## config.mk

```make
export PLATFORM = sky130hd
export DESIGN_NAME = twi_reg_slave
export DESIGN_NICKNAME = d
export VERILOG_FILES = /design/src/rtl/twi_reg_slave.sv
export SDC_FILE = /design/constraint.sdc
export NUM_CORES = 1
export LEC_CHECK = 0
export BUFFER_PORTS_ARGS = -buffer_cell sky130_fd_sc_hd__buf_2
export CAP_MARGIN = 5
export CORE_ASPECT_RATIO = 1.4
export CORE_MARGIN = 8
export CORE_UTILIZATION = 59
export DETAILED_ROUTE_END_ITERATION = 10
export PLACE_DENSITY = 0.78
export SKIP_CTS_REPAIR_TIMING = 1
export SLEW_MARGIN = 5
export SYNTH_ARGS = -nofsm -noshare
export SYNTH_HDL_FRONTEND = slang
export SYNTH_SLANG_ARGS = --single-unit
```

## constraint.sdc

```tcl
create_clock -name clk -period 3.59 [get_ports clk]
set_input_delay 0.718 -clock clk [delete_from_list [all_inputs] [get_ports clk]]
set_output_delay 0.718 -clock clk [all_outputs]
set_load 0.03 [all_outputs]
```

## src/rtl/twi_reg_slave.sv

```systemverilog
module twi_reg_slave #(
  parameter logic [6:0] DEV_ADDR = 7'h3A
) (
  input  logic       clk,
  input  logic       rst_n,
  input  logic       scl_i,
  input  logic       sda_i,
  output logic       sda_oe,
  output logic [7:0] reg_addr,
  output logic [7:0] reg_wdata,
  output logic       reg_we,
  input  logic [7:0] reg_rdata
);

  typedef enum logic [2:0] {S_IDLE, S_ADDR, S_AACK, S_WR, S_WACK, S_RD, S_RACK} st_t;

  logic [1:0] scl_m, sda_m;
  logic       scl_d, sda_d;
  logic       start_hi;
  st_t        st;
  logic [3:0] cnt;
  logic [7:0] sr, tx, ptr;
  logic       rw, first, mack;

  wire scl      = scl_m[1];
  wire sda      = sda_m[1];
  wire scl_rise = scl & ~scl_d;
  wire scl_fall = ~scl & scl_d;
  wire start_c  = scl & scl_d & sda_d & ~sda;
  wire stop_c   = scl & scl_d & ~sda_d & sda;
  wire stop_ok  = stop_c & ~start_hi;
  wire in_idle  = (st == S_IDLE);

  assign reg_addr = ptr;

  always_ff @(posedge clk or negedge rst_n) begin
    if (!rst_n) begin
      scl_m <= 2'b11;
      sda_m <= 2'b11;
      scl_d <= 1'b1;
      sda_d <= 1'b1;
      start_hi <= 1'b0;
    end else begin
      scl_m <= {scl_m[0], scl_i};
      sda_m <= {sda_m[0], sda_i};
      scl_d <= scl;
      sda_d <= sda;
      if (start_c) start_hi <= 1'b1;
      else if (!scl) start_hi <= 1'b0;
    end
  end

  always_ff @(posedge clk or negedge rst_n) begin
    if (!rst_n) begin
      st <= S_IDLE;
      cnt <= '0;
      sr <= '0;
      tx <= '0;
      ptr <= '0;
      rw <= 1'b0;
      first <= 1'b0;
      mack <= 1'b0;
      sda_oe <= 1'b0;
      reg_we <= 1'b0;
      reg_wdata <= '0;
    end else begin
      reg_we <= 1'b0;
      if (reg_we) ptr <= ptr + 8'd1;
      if (start_c) begin
        st <= S_ADDR;
        cnt <= '0;
        sda_oe <= 1'b0;
        first <= 1'b1;
      end else if (stop_ok) begin
        st <= S_IDLE;
        sda_oe <= 1'b0;
      end else begin
        case (st)
          S_ADDR, S_WR: begin
            if (scl_rise) begin
              sr <= {sr[6:0], sda};
              cnt <= cnt + 4'd1;
            end else if (scl_fall && cnt == 4'd8) begin
              cnt <= '0;
              if (st == S_ADDR) begin
                if (sr[7:1] == DEV_ADDR) begin
                  rw <= sr[0];
                  sda_oe <= 1'b1;
                  st <= S_AACK;
                end else begin
                  st <= S_IDLE;
                end
              end else begin
                sda_oe <= 1'b1;
                st <= S_WACK;
                if (first) begin
                  ptr <= sr;
                  first <= 1'b0;
                end else begin
                  reg_we <= 1'b1;
                  reg_wdata <= sr;
                end
              end
            end
          end
          S_AACK, S_WACK: begin
            if (scl_fall) begin
              cnt <= '0;
              if (st == S_AACK && rw) begin
                st <= S_RD;
                tx <= reg_rdata;
                sda_oe <= ~reg_rdata[7];
              end else begin
                st <= S_WR;
                sda_oe <= 1'b0;
              end
            end
          end
          S_RD: begin
            if (scl_rise) begin
              cnt <= cnt + 4'd1;
            end else if (scl_fall) begin
              if (cnt == 4'd8) begin
                sda_oe <= 1'b0;
                cnt <= '0;
                ptr <= ptr + 8'd1;
                st <= S_RACK;
              end else begin
                sda_oe <= ~tx[6];
                tx <= {tx[6:0], 1'b0};
              end
            end
          end
          S_RACK: begin
            if (scl_rise) begin
              mack <= ~sda;
            end else if (scl_fall) begin
              if (mack) begin
                st <= S_RD;
                tx <= reg_rdata;
                sda_oe <= ~reg_rdata[7];
              end else begin
                st <= S_IDLE;
              end
            end
          end
          default: ;
        endcase
      end
    end
  end

endmodule


```

==> reports/qor.txt <==
status: completed
synthesized area: 2880 sq um
fin nets: 330
top cell type by total area after synthesis: dfrtp_1
sequential share of power: 56.6%
Peak supply drop: 0.329 mV
share of layout cells above drive strength 1: 24.9%
Mapped Cells: 290
maximum clock insertion buffer count: 2
period utilisation layout: 74.1%
Sw Share: 30.6%
setup TNS: 0 ns
Worst EP arrival: 2.86 ns
vias in the first global route: 2359
sequential area share after synthesis: 43.8%
Core Util, Final: 65.6%
Synth area leaders: dfrtp_1, mux2_2, dfstp_2
async set or reset register ratio after synthesis: 100%
CTS root buf: clkbuf_8
Clock Skews: 0.0113 ns
Leak Pwr: 1.47 nW
crit path max-delay cell type: dfstp_2
first-pass GRT wire length: 11200 um
Achievable Freq: 376 MHz
Slew @ Worst Pin: 1.10 ns
Post-synth EDFFs: 0
die area: 7400 sq um
clock insertion delay at the later pin of the skew report: 0.31 ns
Syn Area/Cell: 9.91 sq um
Cell Rows: 30
number of CTS-inserted buffers: 5
1st-iter DRT viols: 163
Crit path largest cell delay: 0.56 ns
Antenna Cells: 0
crit end category: flip-flop
initial antenna violation count: 0
Synth Register Bits: 50
CP startpoint kind: flip-flop
GPL Wtd Cong: 0.932
top cell type's share of synthesized area: 38.3%
IO buf count: 29
Pre-antenna DRT Iters: 4
final-report hold violation count: 0
P_sw: 0.000378 W
IO Pins: 30
Pint: 0.000856 W
Final HPWL DP: 4800 um
Core ar.: 4770 sq um
total clock sinks: 50
Die Wd: 75 um
die height: 98.6 um
final setup fails: 0
family with the most delay on the worst path: simple AND/OR/NAND/NOR gates
per-cell routed wire length: 17.7 um
TritonCTS clock tree: built
Slew Limit Fails: 0
vias per inst: 6.19
CTS H-tree depth: 2
All-Layer GR Usage: 19.3%
Worst-path clk slew: 0.10 ns
Syn-to-layout area delta: 8.75%
commonest non-fill, non-tap cells in the layout: dfrtp_1, nand2_1, buf_2
cell chain of the critical path: inv_1 > ha_1 > and4bb_2 > and2_1 > nand2_1 > nor3_4 > mux2_2
via count: 2335
crit path max fanout: 9
Final ANT Viol Nets: 0
RSZ-0062 raised after global routing: false
Initial Utilization: 60.3%
syn_nets: 308
Clk pwr share: 29.0%
Max-Slew Margin vs Limit: 26.8%
most common cell after layout, fill and taps aside: dfrtp_1
count of cell types in the netlist: 60
worst hold path type: reg2reg
largest net degree at the start of global routing: 51
CP Data Required Time: 3.79 ns
drt total wl: 6670 um
Logic pwr share: 14.4%
CP Class: reg2reg
power density cells: 395 nW/um^2
min cycle time layout: 2.66 ns
maxcap violations: 0
synthesis warning total: 0
Buf/Inv on CP: 1
Main synth FF type: dfrtp_1
GR Overflow Total: 0
DRC Markers: 0
cells by family after synthesis:
group                    after synthesis  share of synthesized area [%]
multiplexers                          28                           10.8
XOR/XNOR                              12                           3.66
buffers and inverters                 27                           4.53
adder cells (fa/ha/maj)                6                           2.61
AND/OR/NAND/NOR                      103                           19.1
AO/OA/AOI/OAI                         64                           15.6
flip-flops                            50                           43.8
per-layer routing:
layer / up-vias / global-route usage, % / wire length (um)
li1: 1092 / - / -
met5: - / 0 / 0
met3: 17 / 3.56 / 269
met1: 1157 / 22.2 / 2610
met4: 0 / 9.70 / 223
met2: 69 / 32.5 / 3560
worst register-to-register path: cells and delay by family (launching register included):
family	cells	cell delay (ns)
DFF	1	0.56
and+or+nand+nor	4	1.29
buffers and inverters	1	0.04
adders and majority gates	1	0.26
muxes	1	0.39
worst paths after layout:
kind / from / endpoint / slack [ns] / cells past startpoint
worst max-delay path: scl_d / reg_wdata[6] / 0.93 / 7
worst min-delay path: sda_m[0] / sda_m[1] / 0.36 / 0
worst max register to register: scl_d / reg_wdata[6] / 0.93 / 7
worst min register to register: sda_m[0] / sda_m[1] / 0.36 / 0
max in group asynchronous: rst_n / reg_addr[3] / 2.31 / 1
min in group asynchronous: rst_n / sda_oe / 0.60 / 1
per-stage QoR:
stage	area, sq um	setup slack, ns	hold WS, ns	instances	power, W
after global placement	3030	1.05	0.347	369	0.000881
final	3130	0.930	0.356	377	0.00123
after CTS	3130	0.953	0.363	377	0.00124
after global routing	3130	0.791	0.366	377	0.00128
after floorplan	2880	1.29	0.345	290	0.000807
after detailed placement	3030	0.967	0.349	369	0.000886
registers in the layout, summed over array words and instances (netlist names), 2 cells and up:
name and flops:
st 3, cnt 4, sda_m 2, tx 7
reg_addr 8, scl_m 2, reg_wdata 8, sr 8
power groups by stage:
stage	Sequential (W)	Clock, W	Combinational (W)
floorplan	0.000672	0	0.000135
global placement	0.000709	0	0.000172
detailed placement	0.000708	0	0.000178
CTS	0.000698	0.000362	0.000179
global route	0.000709	0.000380	0.000196
finish	0.000698	0.000358	0.000178
Yosys cell counts, drive strengths merged, types with 2 or more instances:
master	count
and3b	3
mux2	24
inv	11
o221ai	3
nor4	3
a21oi	11
dfrtp	44
a31oi	3
nor2	13
xor2	8
xnor2	4
o22ai	3
nand2b	4
nor3	5
mux2i	4
a211oi	2
nand2	41
a21o	2
nor2b	4
dfstp	6
nor4bb	2
a21boi	2
nand3	3
nor3b	2
ha	6
o31ai	4
and3	4
clkbuf	5
nand4	8
o2111ai	2
buf	11
nand3b	2
or2	4
o21ai	11
o211ai	6
cell type report:
class	instances	area [sq um]
multi-input combinational	213	1490
fill	410	1640
tap	64	80.1
clock inverter	2	17.5
clock buffer	6	82.6
inverter	11	41.3
sequential	50	1260
timing repair buffer	31	160
Note: power is estimated with default switching activity, not from simulation.
